<file path="src/rtl/smr_pkg.sv">
package smr_pkg;

    typedef enum logic [2:0] {
        ST_IDLE,
        ST_CTRL,
        ST_CTRL_ACK,
        ST_ADDR,
        ST_ADDR_ACK,
        ST_TX,
        ST_TX_ACK,
        ST_HOLD
    } rd_state_e;

    typedef struct packed {
        logic scl_lvl;
        logic sda_lvl;
        logic scl_rise;
        logic scl_fall;
        logic start;
        logic stop;
    } bus_evt_t;

    // Select-bit positions that carry address bits instead of strap values.
    function automatic logic [2:0] page_mask(input int unsigned pw);
        logic [2:0] m;
        for (int i = 0; i < 3; i++) begin
            m[i] = (i < pw);
        end
        return m;
    endfunction

    function automatic logic ctrl_match(input logic [7:0] cb,
                                        input logic [3:0] dtype,
                                        input logic [2:0] straps,
                                        input logic [2:0] pmask);
        return (cb[7:4] == dtype) && (((cb[3:1] ^ straps) & ~pmask) == 3'b000);
    endfunction

    function automatic logic [15:0] word_addr(input logic       two_byte,
                                              input logic [7:0] hi,
                                              input logic [7:0] lo,
                                              input logic [2:0] pg,
                                              input logic [2:0] pmask);
        if (two_byte) begin
            return {hi, lo};
        end
        return {5'b00000, pg & pmask, lo};
    endfunction

endpackage

</file>
<file path="src/rtl/smr_bus_sync.sv">
module smr_bus_sync
    import smr_pkg::*;
#(
    parameter int STAGES = 2
) (
    input  logic     clk,
    input  logic     rst,
    input  logic     scl_i,
    input  logic     sda_i,
    output bus_evt_t evt_o
);
    logic [1:0] raw;
    logic [1:0] pipe [STAGES];
    logic [1:0] cur;
    logic [1:0] prev_q;

    assign raw = {scl_i, sda_i};

    for (genvar s = 0; s < STAGES; s++) begin : g_stage
        if (s == 0) begin : g_first
            always_ff @(posedge clk) begin
                if (rst) pipe[s] <= 2'b11;
                else     pipe[s] <= raw;
            end
        end else begin : g_next
            always_ff @(posedge clk) begin
                if (rst) pipe[s] <= 2'b11;
                else     pipe[s] <= pipe[s-1];
            end
        end
    end

    assign cur = pipe[STAGES-1];

    always_ff @(posedge clk) begin
        if (rst) prev_q <= 2'b11;
        else     prev_q <= cur;
    end

    // bit 1 = SCL, bit 0 = SDA
    always_comb begin
        evt_o.scl_lvl  = cur[1];
        evt_o.sda_lvl  = cur[0];
        evt_o.scl_rise = cur[1] & ~prev_q[1];
        evt_o.scl_fall = ~cur[1] & prev_q[1];
        evt_o.start    = cur[1] & prev_q[1] & prev_q[0] & ~cur[0];
        evt_o.stop     = cur[1] & prev_q[1] & ~prev_q[0] & cur[0];
    end
endmodule

</file>
<file path="src/rtl/smr_addr_ptr.sv">
module smr_addr_ptr #(
    parameter int AW = 9
) (
    input  logic          clk,
    input  logic          rst,
    input  logic          load_i,
    input  logic [AW-1:0] load_val_i,
    input  logic          incr_i,
    output logic [AW-1:0] addr_o
);
    logic [AW-1:0] addr_q;

    always_ff @(posedge clk) begin
        if (rst)         addr_q <= '0;
        else if (load_i) addr_q <= load_val_i;
        else if (incr_i) addr_q <= addr_q + 1'b1;
    end

    assign addr_o = addr_q;


    ptr_wrap_chk: assert property (@(posedge clk) disable iff (rst)
        (incr_i && !load_i && (addr_q == '1)) |=> (addr_o == '0));
endmodule

</file>
<file path="src/rtl/smr_fsm.sv">
module smr_fsm
    import smr_pkg::*;
#(
    parameter int          AW         = 9,
    parameter int          ADDR_BYTES = 1,
    parameter logic [3:0]  DEV_TYPE   = 4'b1010,
    parameter int          PAGE_W     = 1
) (
    input  logic          clk,
    input  logic          rst,
    input  bus_evt_t      evt_i,
    input  logic [2:0]    straps_i,
    input  logic [7:0]    mem_data_i,
    output logic          oe_o,
    output logic          fetch_o,
    output logic          load_o,
    output logic [AW-1:0] load_val_o
);
    localparam logic [2:0] PMASK    = page_mask(PAGE_W);
    localparam logic       TWO_BYTE = (ADDR_BYTES == 2);

    rd_state_e     st_q;
    logic [3:0]    cnt_q;
    logic [7:0]    rx_q;
    logic [7:0]    tx_q;
    logic [7:0]    hi_q;
    logic [2:0]    pg_q;
    logic          rw_q;
    logic          byte_idx_q;
    logic          oe_q;
    logic          fetch_q;
    logic          pend_q;
    logic          load_q;
    logic [AW-1:0] load_val_q;

    logic [7:0]    rx_next;
    logic          last_byte;
    logic [15:0]   word_w;

    assign rx_next   = {rx_q[6:0], evt_i.sda_lvl};
    assign last_byte = !TWO_BYTE || byte_idx_q;
    assign word_w    = word_addr(TWO_BYTE, hi_q, rx_next, pg_q, PMASK);

    always_ff @(posedge clk) begin
        if (rst) begin
            st_q       <= ST_IDLE;
            cnt_q      <= 4'd0;
            rx_q       <= 8'd0;
            tx_q       <= 8'd0;
            hi_q       <= 8'd0;
            pg_q       <= 3'd0;
            rw_q       <= 1'b0;
            byte_idx_q <= 1'b0;
            oe_q       <= 1'b0;
            fetch_q    <= 1'b0;
            pend_q     <= 1'b0;
            load_q     <= 1'b0;
            load_val_q <= '0;
        end else begin
            fetch_q <= 1'b0;
            load_q  <= 1'b0;
            pend_q  <= fetch_q;
            if (pend_q) tx_q <= mem_data_i;

            if (evt_i.start) begin
                st_q  <= ST_CTRL;
                cnt_q <= 4'd0;
                oe_q  <= 1'b0;
            end else if (evt_i.stop) begin
                st_q  <= ST_IDLE;
                cnt_q <= 4'd0;
                oe_q  <= 1'b0;
            end else begin
                case (st_q)
                    ST_CTRL: if (evt_i.scl_rise) begin
                        rx_q <= rx_next;
                        if (cnt_q == 4'd7) begin
                            cnt_q <= 4'd0;
                            if (ctrl_match(rx_next, DEV_TYPE, straps_i, PMASK)) begin
                                st_q    <= ST_CTRL_ACK;
                                pg_q    <= rx_next[3:1];
                                rw_q    <= rx_next[0];
                                fetch_q <= rx_next[0];
                            end else begin
                                st_q <= ST_HOLD;
                            end
                        end else begin
                            cnt_q <= cnt_q + 4'd1;
                        end
                    end
                    ST_CTRL_ACK: if (evt_i.scl_fall) begin
                        if (cnt_q == 4'd0) begin
                            oe_q  <= 1'b1;
                            cnt_q <= 4'd1;
                        end else if (rw_q) begin
                            st_q  <= ST_TX;
                            oe_q  <= ~tx_q[7];
                            tx_q  <= {tx_q[6:0], 1'b0};
                            cnt_q <= 4'd1;
                        end else begin
                            st_q       <= ST_ADDR;
                            oe_q       <= 1'b0;
                            cnt_q      <= 4'd0;
                            byte_idx_q <= 1'b0;
                        end
                    end
                    ST_ADDR: if (evt_i.scl_rise) begin
                        rx_q <= rx_next;
                        if (cnt_q == 4'd7) begin
                            cnt_q <= 4'd0;
                            st_q  <= ST_ADDR_ACK;
                            if (last_byte) begin
                                load_q     <= 1'b1;
                                load_val_q <= word_w[AW-1:0];
                            end else begin
                                hi_q <= rx_next;
                            end
                        end else begin
                            cnt_q <= cnt_q + 4'd1;
                        end
                    end
                    ST_ADDR_ACK: if (evt_i.scl_fall) begin
                        if (cnt_q == 4'd0) begin
                            oe_q  <= 1'b1;
                            cnt_q <= 4'd1;
                        end else begin
                            oe_q  <= 1'b0;
                            cnt_q <= 4'd0;
                            if (last_byte) begin
                                st_q <= ST_HOLD;
                            end else begin
                                st_q       <= ST_ADDR;
                                byte_idx_q <= 1'b1;
                            end
                        end
                    end
                    ST_TX: if (evt_i.scl_fall) begin
                        if (cnt_q == 4'd8) begin
                            oe_q  <= 1'b0;
                            st_q  <= ST_TX_ACK;
                            cnt_q <= 4'd0;
                        end else begin
                            oe_q  <= ~tx_q[7];
                            tx_q  <= {tx_q[6:0], 1'b0};
                            cnt_q <= cnt_q + 4'd1;
                        end
                    end
                    ST_TX_ACK: begin
                        if (evt_i.scl_rise && cnt_q == 4'd0) begin
                            if (!evt_i.sda_lvl) begin
                                fetch_q <= 1'b1;
                                cnt_q   <= 4'd1;
                            end else begin
                                st_q <= ST_HOLD;
                            end
                        end else if (evt_i.scl_fall && cnt_q == 4'd1) begin
                            st_q  <= ST_TX;
                            oe_q  <= ~tx_q[7];
                            tx_q  <= {tx_q[6:0], 1'b0};
                            cnt_q <= 4'd1;
                        end
                    end
                    default: ;
                endcase
            end
        end
    end

    assign oe_o       = oe_q;
    assign fetch_o    = fetch_q;
    assign load_o     = load_q;
    assign load_val_o = load_val_q;


    drive_scl_low_chk: assert property (@(posedge clk) disable iff (rst)
        (oe_q != $past(oe_q)) |-> !evt_i.scl_lvl);


    hold_released_chk: assert property (@(posedge clk) disable iff (rst)
        (st_q == ST_HOLD) |-> !oe_q);


    stop_release_chk: assert property (@(posedge clk) disable iff (rst)
        evt_i.stop |=> (!oe_q && st_q == ST_IDLE));


    fetch_single_chk: assert property (@(posedge clk) disable iff (rst)
        fetch_q |=> !fetch_q);


    start_restart_chk: assert property (@(posedge clk) disable iff (rst)
        evt_i.start |=> (st_q == ST_CTRL && cnt_q == 4'd0));
endmodule

</file>
<file path="src/rtl/serial_mem_reader.sv">
module serial_mem_reader
    import smr_pkg::*;
#(
    parameter int         AW         = 9,
    parameter int         ADDR_BYTES = 1,
    parameter logic [3:0] DEV_TYPE   = 4'b1010,
    parameter int         SYNC_STAGES = 2
) (
    input  logic          clk,
    input  logic          rst,
    input  logic          scl_i,
    input  logic          sda_i,
    output logic          sda_oe_o,
    input  logic [2:0]    straps_i,
    output logic [AW-1:0] mem_addr_o,
    output logic          mem_rd_o,
    input  logic [7:0]    mem_data_i
);
    localparam int PAGE_RAW = (ADDR_BYTES == 1 && AW > 8) ? (AW - 8) : 0;
    localparam int PAGE_W   = (PAGE_RAW > 3) ? 3 : PAGE_RAW;

    bus_evt_t      evt;
    logic          fetch;
    logic          load;
    logic [AW-1:0] load_val;

    smr_bus_sync #(.STAGES(SYNC_STAGES)) i_sync (
        .clk   (clk),
        .rst   (rst),
        .scl_i (scl_i),
        .sda_i (sda_i),
        .evt_o (evt)
    );

    smr_fsm #(
        .AW        (AW),
        .ADDR_BYTES(ADDR_BYTES),
        .DEV_TYPE  (DEV_TYPE),
        .PAGE_W    (PAGE_W)
    ) i_fsm (
        .clk        (clk),
        .rst        (rst),
        .evt_i      (evt),
        .straps_i   (straps_i),
        .mem_data_i (mem_data_i),
        .oe_o       (sda_oe_o),
        .fetch_o    (fetch),
        .load_o     (load),
        .load_val_o (load_val)
    );

    smr_addr_ptr #(.AW(AW)) i_ptr (
        .clk        (clk),
        .rst        (rst),
        .load_i     (load),
        .load_val_i (load_val),
        .incr_i     (fetch),
        .addr_o     (mem_addr_o)
    );

    assign mem_rd_o = fetch;


    reset_quiet_chk: assert property (@(posedge clk)
        $past(rst) |-> (!sda_oe_o && !mem_rd_o));
endmodule

</file>
<file path="config.mk">
export PLATFORM = sky130hd
export DESIGN_NAME = serial_mem_reader
export DESIGN_NICKNAME = d
export VERILOG_FILES = /design/src/rtl/smr_pkg.sv /design/src/rtl/smr_bus_sync.sv /design/src/rtl/smr_addr_ptr.sv /design/src/rtl/smr_fsm.sv /design/src/rtl/serial_mem_reader.sv
export SDC_FILE = /design/constraint.sdc
export NUM_CORES = 1
export LEC_CHECK = 0
export ABC_CLOCK_PERIOD_IN_PS = 3100
export CAP_MARGIN = 20
export CORE_AREA = 2 2 97 99
export DETAILED_ROUTE_END_ITERATION = 12
export DIE_AREA = 0 0 99 101
export PLACE_DENSITY_LB_ADDON = 0.15
export SLEW_MARGIN = 10
export SYNTH_ARGS = -nofsm -noshare
export SYNTH_HDL_FRONTEND = slang
export SYNTH_SLANG_ARGS = --single-unit
</file>
<file path="constraint.sdc">
create_clock -name clk -period 3.1 [get_ports clk]
set_input_delay 0.93 -clock clk [delete_from_list [all_inputs] [get_ports clk]]
set_output_delay 0.93 -clock clk [all_outputs]
set_load 0.02 [all_outputs]
</file>
==> out/results.tsv, run 1 <==
metric	value	unit
status	complete, no violations	
VDD IR max	0.259	mV
pwr/cell area	381	mW/mm²
WL per Instance	12.7	µm
setup TNS	0	ns
required time of the critical path	2.17	ns
hold_sp	i_sync.pipe[0][1]	
ant diodes	0	
Worst setup SP type	register	
Total GRT Usage	11.3	%
Syn Nets	328	
CP arrival	1.51	ns
crit path launch	i_fsm.fetch_o	
# setup viols final	0	
area of the die	0.0100	mm²
commonest non-fill, non-tap cell in the layout	dfxtp_1	
Resize count post-CTS	0	
crit-path max cell delay	0.67	ns
hold path depth	1	
Worst Hold Class	reg -> reg	
f_max	410	MHz
Syn-to-layout area delta	15.8	%
Crit-path slowest cell	clkdlybuf4s50_1	
RR Endpoint	i_fsm.cnt_q[2]	
number of CTS-inserted buffers	5	
Max Cap Violations	0	
post-CTS setup buffer count	0	
CP cell instances	clkdlybuf4s50_1	
Placer Congestion	0.838	
Clock Skews	0.00982	ns
Std-Cell Rows	35	
largest net degree at the start of global routing	43	
register area	0.00104	mm²
initial core utilization	28.9	%
Worst R2R Path Depth	8	
crit-path max FO	7	
Hold-fix buffers, CTS	0	
commonest non-fill, non-tap cells in the layout	dfxtp_1 (52), nor2_1 (43), nand2_1 (33)	
dpl hpwl	3940	µm
register bit total from synthesis	52	
r2r setup slk	0.92	ns
CTS clk-pin slew, worst paths	0.10	ns
YS warnings	0	
Mapped Cells	309	
CTS tree	yes	
htree depth	2	
Distinct cells, synth	54	
DP Worst Slack	0.429	ns
Fill cells	954	
vias per cell	4.81	
setup ws final	0.662	ns
Post-synth top flop	dfxtp_1	
mapped cell area	0.00259	mm²
IO Pins	26	
Seq/Total Area, Yosys	40.1	%
Setup CP Type	reg -> out	
DR pass1 iterations	8	
clk_lat worst skew	0.31	ns
clock sinks	52	
Layout Nets	343	
layout cells sized above 1	10.2	%
Root Driver	clkbuf_8	
Crit path depth	1	
Routed Antenna Nets	0	
Core ar.	0.00898	mm²
EDFF count, synth	0	
Remaining Overflow, GRT	0	
RSZ-0062 raised after global routing	no	
ys async rst share	0	%
buffers and inverters on the worst path	1	
drt drc	0	
multi-input logic area	0.00143	mm²
Routed WL	5520	µm
min Tclk post-route	2.44	ns
number of global-route vias before repair	1946	
initial antenna violation count	0	
worst rel slew slack	63.2	%
average size of a mapped cell	8.40	µm²
R2R Path Start	i_fsm.cnt_q[0]	
hold path endpoint	i_sync.pipe[1][1]	
CP delay by family, top	buffers and inverters	
total vias in the final route	2095	
CP endpoint kind	primary output	
DIE HEIGHT	101	µm
Lkg Pwr	0.00114	µW
maximum root-to-sink buffer count	2	
1st-iter DRT viols	98	
final hold violation count	0	
Final Max Slew Viols	0	
worst slew pin tran	0.552	ns
first-pass GRT wire length	9180	µm
port bufs	24	
Die W	99	µm
Tcrit/Tclk final	78.6	%
-- synthesized netlist by cell type (2+ instances only) --
| cell | number | area share [%] |
|---|---|---|
| mux2i_1 | 21 | 8.1 |
| and2_1 | 2 | 0.48 |
| nand2_1 | 33 | 4.8 |
| a211oi_1 | 9 | 2.6 |
| xor2_1 | 6 | 2.0 |
| a31oi_1 | 2 | 0.48 |
| nor2_1 | 43 | 6.2 |
| dfxtp_1 | 52 | 40 |
| nor3_1 | 5 | 0.96 |
| nand4_1 | 3 | 0.72 |
| nand2b_1 | 4 | 0.96 |
| ha_1 | 4 | 1.9 |
| buf_1 | 2 | 0.29 |
| o21ai_1 | 2 | 0.39 |
| a32o_1 | 2 | 0.77 |
| xnor2_1 | 5 | 1.7 |
| or2_2 | 6 | 1.4 |
| nand3_1 | 6 | 1.2 |
| a221oi_1 | 2 | 0.68 |
| buf_2 | 5 | 0.96 |
| a21oi_1 | 29 | 5.6 |
| and3_1 | 2 | 0.48 |
| inv_1 | 9 | 1.3 |
| nor2b_1 | 4 | 0.96 |
| o21ai_0 | 8 | 1.5 |
| nand3b_1 | 3 | 0.87 |
| clkbuf_1 | 10 | 1.4 |
| and2b_1 | 3 | 0.87 |
| or3_1 | 2 | 0.48 |
-- report_power, final --
group | switching [µW] | internal (µW) | total (µW)
registers | 3.75 | 671 | 675
logic | 28.9 | 27.7 | 56.6
clock network | 247 | 166 | 413
total | 279 | 866 | 1140
-- flip-flops by register name, summed over array words and instances, names as in the netlist --
register and flops:
i_fsm.st_q 3, i_ptr.addr_o 9, i_sync.pipe 4, i_fsm.oe_o 1, i_fsm.cnt_q 4, i_fsm.pend_q 1
i_fsm.rx_q 7, i_fsm.tx_q 8, i_fsm.pg_q 1, i_fsm.load_o 1, i_fsm.fetch_o 1, i_sync.prev_q 2
i_fsm.rw_q 1, i_fsm.load_val_o 9
-- cell families after synthesis --
logic type	Yosys count	share of synthesized area, %
compound gates	63	15.9
xor+xnor	11	3.71
fa+ha+maj	4	1.93
flops	52	40.1
buf+inv	28	4.73
simple gates	130	25.6
mux	21	8.10
-- how the worst max path moves through the flow --
stage	endpoint	slack (ns)
global route	mem_rd_o	0.58
detailed placement	i_fsm.fetch_o	0.43
CTS	mem_rd_o	0.63
finish	mem_rd_o	0.66
global placement	i_fsm.fetch_o	0.44
floorplan	i_fsm.fetch_o	1.10
-- layer usage --
layer  vias up  track usage, %  routed length (µm)
li1       1099               -                   -
met1       949            15.4                2760
met2        40            18.1                2490
met3         7            2.36                 201
met4         0            2.95                  68
met5         -               0                   0
-- layout make-up --
class	count	area share, %
multi-input combinational	229	47.6
sequential	52	34.7
timing repair buffer	27	8.75
tap	111	4.62
clock buffer	5	2.29
inverter	9	1.12
clock inverter	3	0.916
-- metrics by stage --
step	hold slack [ns]	std cells	power, µW	utilization (%)	cell area (µm²)
floorplan	0.389	309	721	-	2590
global placement	0.394	428	748	32.4	2910
detailed placement	0.397	428	748	32.4	2910
CTS	0.421	436	1170	33.5	3000
global route	0.426	436	1200	33.5	3000
finish	0.417	436	1140	33.5	3000
Note: power is estimated with default switching activity, not from simulation.
==> inputs of run 2 (changes only) <==
Settings changed: ABC_CLOCK_PERIOD_IN_PS 3100 to 2100.
Clock period 3.1 ns to 2.1 ns, I/O delays scaled along.
==> run 2 against run 1 <==
Against the previous run:
- sequential power grew 48%
- combinational power grew 56%
- wire length is 4.9% higher
- highest routed layer unchanged
- clock skew down 0.0022 ns
- cell count is 2.5% higher
- sequential cell count is the same
- largest cell class unchanged
- critical path type is now reg -> reg
- sequential share of layout area decreased by 1.3 points
==> out/results.tsv, run 2 (same netlist as run 1, synthesis figures left out) <==
metric	value	unit	change
maximum root-to-sink buffer count	2		unchanged
Syn-to-layout area delta	20.6	%	
initial core utilization	28.9	%	unchanged
CTS tree	yes		
layout cells sized above 1	15.2	%	+5.0 points
Final Power	1660	µW	+45%
Clock Skews	0.00760	ns	-0.00222 ns
placed cells	438		+2.3%
Final Instance Count excl. Fillers	447		+2.5%
pwr/cell area	531	mW/mm²	+39%
area of the die	0.0100	mm²	unchanged
crit-path max cell delay	0.39	ns	-0.28 ns
number of CTS-inserted buffers	5		unchanged
commonest non-fill, non-tap cell in the layout	dfxtp_1		
min Tclk post-route	1.99	ns	
DR pass1 iterations	4		-4
1st-iter DRT viols	75		-23%
Switch Pwr	392	µW	+41%
initial antenna violation count	0		unchanged
Routed Antenna Nets	0		unchanged
Max Cap Violations	0		unchanged
CP arrival	2.21	ns	+0.70 ns
Remaining Overflow, GRT	0		unchanged
Crit-path slowest cell	or3b_4		
first-pass GRT wire length	10100	µm	+9.8%
required time of the critical path	2.32	ns	+0.15 ns
setup ws final	0.112	ns	-0.549 ns
CP endpoint kind	register		
DP Worst Slack	-0.201	ns	-0.630 ns
IO Pins	26		unchanged
worst slew pin tran	0.530	ns	-0.0213 ns
met2 routed WL	2690	µm	+8.1%
Fill cells	957		+0.31%
power share of the clock group	34.6	%	-1.5 points
number of global-route vias before repair	2093		+7.6%
Root Driver	clkbuf_8		
Routed WL	5790	µm	+4.9%
Setup CP Type	reg -> reg		
vias per cell	4.82		+0.38%
clk_lat worst skew	0.30	ns	about the same
ant diodes	0		unchanged
Placer Congestion	0.809		-3.5%
largest net degree at the start of global routing	43		unchanged
total vias in the final route	2156		+2.9%
Total GRT Usage	12.2	%	+0.92 points
Sequential Power Share	60.0	%	+1.0 points
Tcrit/Tclk final	94.6	%	
Layout Nets	354		+3.2%
CTS clk-pin slew, worst paths	0.10	ns	about the same
Worst setup SP type	register		
final worst hold slack	0.420	ns	+0.00276 ns
f_max	503	MHz	
internal power	1270	µW	+47%
commonest non-fill, non-tap cells in the layout	dfxtp_1 (51), nor2_1 (42), nand2_1 (33)		
Die W	99	µm	unchanged
crit-path max FO	15		+8
Lkg Pwr	0.00120	µW	+5.7%
DIE HEIGHT	101	µm	unchanged
highest metal used	met4		
clock sinks	52		unchanged
Comb power frac	5.3	%	+0.4 points
VDD IR max	0.281	mV	+8.2%
Core ar.	0.00898	mm²	unchanged
CP cell instances	inv_1 > ha_2 > or3b_4 > buf_4 > nand3b_1 > a21oi_1 > o21bai_4 > buf_12 > nor2_1 > a211oi_1		
WL met1	2830	µm	+2.5%
# setup viols final	0		unchanged
Sw Ratio	23.6	%	-0.80 points
Hold-fix buffers, CTS	0		unchanged
status	complete, no violations		
port bufs	24		unchanged
Worst Hold Class	reg -> reg		
Std-Cell Rows	35		unchanged
final hold violation count	0		unchanged
worst rel slew slack	64.6	%	+1.4 points
Final Max Slew Viols	0		unchanged
metal3 WL	250	µm	+24%
htree depth	2		unchanged
drt drc	0		unchanged
CP delay by family, top	simple AND/OR/NAND/NOR gates		
buffers and inverters on the worst path	3		+2
WL per Instance	13.0	µm	+2.3%
dpl hpwl	4220	µm	+7.1%
## run 2: cell type report
type                            instances  area [µm²]  share of cell area (%)
Multi-Input combinational cell        229        1450                    46.4
Sequential cell                        52        1040                    33.3
Timing Repair Buffer                   38         374                    12.0
Tap cell                              111         139                    4.44
Clock buffer                            5        68.8                    2.20
Inverter                                9        33.8                    1.08
Clock inverter                          3        18.8                   0.600
## run 2: what timing repair did
item / in CTS / in global routing
pin swaps: 1 / 2
endpoints found under the setup margin: 1 / 15
gates resized for setup: 0 / 8
buffers inserted: 1 / 0
## run 2: worst paths after layout
| path | slack [ns] | start | end | cells past startpoint |
|---|---|---|---|---|
| setup / recovery | 0.11 | i_fsm.cnt_q[0] | i_fsm.tx_q[1] | 10 |
| hold / removal | 0.42 | i_sync.pipe[0][1] | i_sync.pipe[1][1] | 1 |
| setup reg to reg | 0.11 | i_fsm.cnt_q[0] | i_fsm.tx_q[1] | 10 |
| hold reg to reg | 0.42 | i_sync.pipe[0][1] | i_sync.pipe[1][1] | 1 |
## run 2: through the flow
| stage | instance area (µm²) | TNS (ns) | util (%) |
|---|---|---|---|
| floorplan | 2590 | 0 | - |
| global placement | 3000 | -0.475 | 33.4 |
| detailed placement | 3000 | -0.520 | 33.4 |
| CTS | 3100 | 0 | 34.6 |
| global route | 3130 | -0.0111 | 34.9 |
| finish | 3130 | 0 | 34.9 |
## run 2: per-layer routing
| metal | global-route usage (%) | vias to the layer above |
|---|---|---|
| li1 | - | 1125 |
| met1 | 16.6 | 988 |
| met2 | 20.5 | 41 |
| met3 | 2.08 | 2 |
| met4 | 2.21 | 0 |
| met5 | 0 | - |
## run 2: power groups by stage
stage	registers (µW)	logic [µW]	clock network (µW)
after floorplan	1020	47.5	0
after global placement	1020	89.0	0
after detailed placement	1020	89.0	0
after CTS	998	89.2	609
after global routing	1000	97.3	634
final	998	88.5	576
==> inputs of run 3 (changes only) <==
Settings changed: CORE_AREA 2 2 97 99 to 2 2 92 103, DIE_AREA 0 0 99 101 to 0 0 94 105, GPL_TIMING_DRIVEN set to 0.
==> run 3 against run 2 <==
Against the previous run:
- clock skew down 0.0021 ns
- worst setup slack worse by 0.015 ns
- combinational power about the same
- utilization up 1.0 points
- clock power up 24%
- wire length up 1.8%
- critical path type is now in -> reg
- critical endpoint is now i_fsm.fetch_o
- largest power group unchanged
==> out/results.tsv, run 3 (same netlist as run 1, synthesis figures left out) <==
metric	value	unit	change
CP cell instances	clkdlybuf4s50_1 > xnor2_1 > nand3_2 > or4_4 > inv_1 > nand2_1 > a21oi_2		
ant diodes	0		unchanged
total vias in the final route	2155		-0.046%
VDD IR max	0.237	mV	-16%
commonest non-fill, non-tap cell in the layout	dfxtp_1		
Layout Nets	361		+2.0%
placed cells	446		+1.8%
CP arrival	2.25	ns	+0.04 ns
Worst setup SP type	input port		
Hold-fix buffers, CTS	0		unchanged
# setup viols final	0		unchanged
DP Worst Slack	-0.400	ns	-0.199 ns
Lkg Pwr	0.00120	µW	-0.25%
Routed WL	5890	µm	+1.8%
Routed Antenna Nets	0		unchanged
Final Max Slew Viols	0		unchanged
WL per Instance	12.9	µm	-0.45%
DIE HEIGHT	105	µm	+4.0%
crit-path max FO	3		-12
r2r setup slk	0.12	ns	about the same
Crit-path slowest cell	or4_4		
GR Util met1	16.6	%	+0.048 points
area of the die	0.00987	mm²	-1.3%
GR peak layer	met2		
worst rel slew slack	60.5	%	-4.2 points
cell area after layout	0.00315	mm²	+0.72%
commonest non-fill, non-tap cells in the layout	dfxtp_1 (50), nor2_1 (43), nand2_1 (33)		
CP endpoint kind	register		
clock sinks	52		unchanged
final worst hold slack	0.418	ns	-0.00105 ns
RR Endpoint	i_fsm.st_q[2]		
dpl hpwl	4280	µm	+1.6%
vias per cell	4.72		-2.2%
Max Cap Violations	0		unchanged
R2R Path Start	i_fsm.cnt_q[1]		
worst slew pin tran	0.593	ns	+0.0626 ns
Worst Hold Class	reg -> reg		
Root Driver	clkbuf_8		
hold path endpoint	i_sync.pipe[1][1]		
met3 Use GR	2.81	%	+0.73 points
pwr/cell area	570	mW/mm²	+7.2%
hold_sp	i_sync.pipe[0][1]		
Remaining Overflow, GRT	0		unchanged
Crit path depth	7		-3
htree depth	2		unchanged
met2 usage	19.9	%	-0.58 points
f_max	499	MHz	-0.73%
Placer Congestion	0.857		+5.9%
status	complete, no violations		
Syn-to-layout area delta	21.5	%	
initial antenna violation count	0		unchanged
drt drc	0		unchanged
Std-Cell Rows	36		+2.9%
layout cells sized above 1	14.3	%	-0.89 points
post-layout util	35.9	%	+1.0 points
CTS clk-pin slew, worst paths	0.10	ns	about the same
DR pass1 iterations	5		+1
setup ws final	0.0978	ns	-0.0147 ns
IO Pins	26		unchanged
DP Area	0.00297	mm²	-0.92%
CTS tree	yes		
Final Instance Count excl. Fillers	457		+2.2%
Core ar.	0.00878	mm²	-2.2%
first-pass GRT wire length	9890	µm	-1.9%
final hold violation count	0		unchanged
maximum root-to-sink buffer count	2		unchanged
buffers and inverters on the worst path	2		-1
required time of the critical path	2.34	ns	+0.02 ns
CP delay by family, top	simple AND/OR/NAND/NOR gates		
Fill cells	922		-3.7%
min Tclk post-route	2.00	ns	+0.0147 ns
initial core utilization	29.5	%	+0.64 points
Die W	94	µm	-5.1%
crit-path max cell delay	0.51	ns	+0.12 ns
hold path depth	1		unchanged
Total GRT Usage	12.3	%	+0.14 points
port bufs	23		-4.2%
number of CTS-inserted buffers	5		unchanged
Tcrit/Tclk final	95.3	%	+0.70 points
Setup CP Type	in -> reg		
number of global-route vias before repair	2035		-2.8%
Clock Skews	0.00553	ns	-0.00207 ns
1st-iter DRT viols	101		+35%
Worst R2R Path Depth	8		-2
clk_lat worst skew	0.31	ns	about the same
largest net degree at the start of global routing	17		-60%
## run 3: cell count changes in the layout (fill, tap and decap cells not counted), sizes merged
cell | previous run | this run
buf | 14 | 12
clkdlybuf4s50 | 24 | 23
inv | 9 | 10
bufinv | 0 | 1
clkinv | 3 | 0
clkbuf | 5 | 16
## run 3: cell type report
class,count,area (µm²),area share (%)
plain buffers,19,92.6,2.94
clock buffers,6,72.6,2.30
clock inverters,2,38.8,1.23
inverters,9,33.8,1.07
multi-input cells,229,1480,46.8
flip-flops and latches,52,1040,33.1
well taps,114,143,4.53
repair buffers,26,253,8.02
## run 3: how the worst max path moves through the flow
stage | to | start
after floorplan | i_fsm.cnt_q[2] | i_fsm.cnt_q[0]
after global placement | i_fsm.fetch_o | straps_i[2]
after detailed placement | i_fsm.fetch_o | straps_i[2]
after CTS | i_fsm.fetch_o | straps_i[2]
after global routing | i_fsm.cnt_q[2] | i_fsm.cnt_q[0]
final | i_fsm.fetch_o | straps_i[1]
## run 3: power breakdown
part	switching, µW	leakage [µW]	internal [µW]
clock	351	0.0000558	361
combinational	47.6	0.000722	40.6
sequential	3.73	0.000421	991
## run 3: metal layers
| layer | vias to the layer above | wire [µm] |
|---|---|---|
| met1 | 983 | 2870 |
| met5 | - | 0 |
| met3 | 4 | 164 |
| met2 | 42 | 2820 |
| met4 | 0 | 34 |
| li1 | 1126 | - |
## run 3: per-stage QoR
step / total power, µW / setup TNS [ns]
floorplan: 1060 / 0
finish: 1800 / 0
detailed placement: 1110 / -1.09
global route: 1870 / -0.00189
global placement: 1110 / -1.10
CTS: 1820 / 0
## run 3: what timing repair did
action | in CTS | in global routing
pin swaps | 1 | 3
endpoints found under the hold margin | 0 | 0
endpoints found under the setup margin | 4 | 9
gates resized for setup | 6 | 8
setup buffers | 0 | 3
## run 3: worst register-to-register path, stage by stage (launching register included)
cell      delay (ns)
dfxtp_2         0.36
buf_4           0.11
ha_1            0.18
nand3b_1        0.21
nor3_1          0.23
o311ai_1        0.13
a21oi_1         0.22
nand2_2         0.13
o41ai_2         0.32
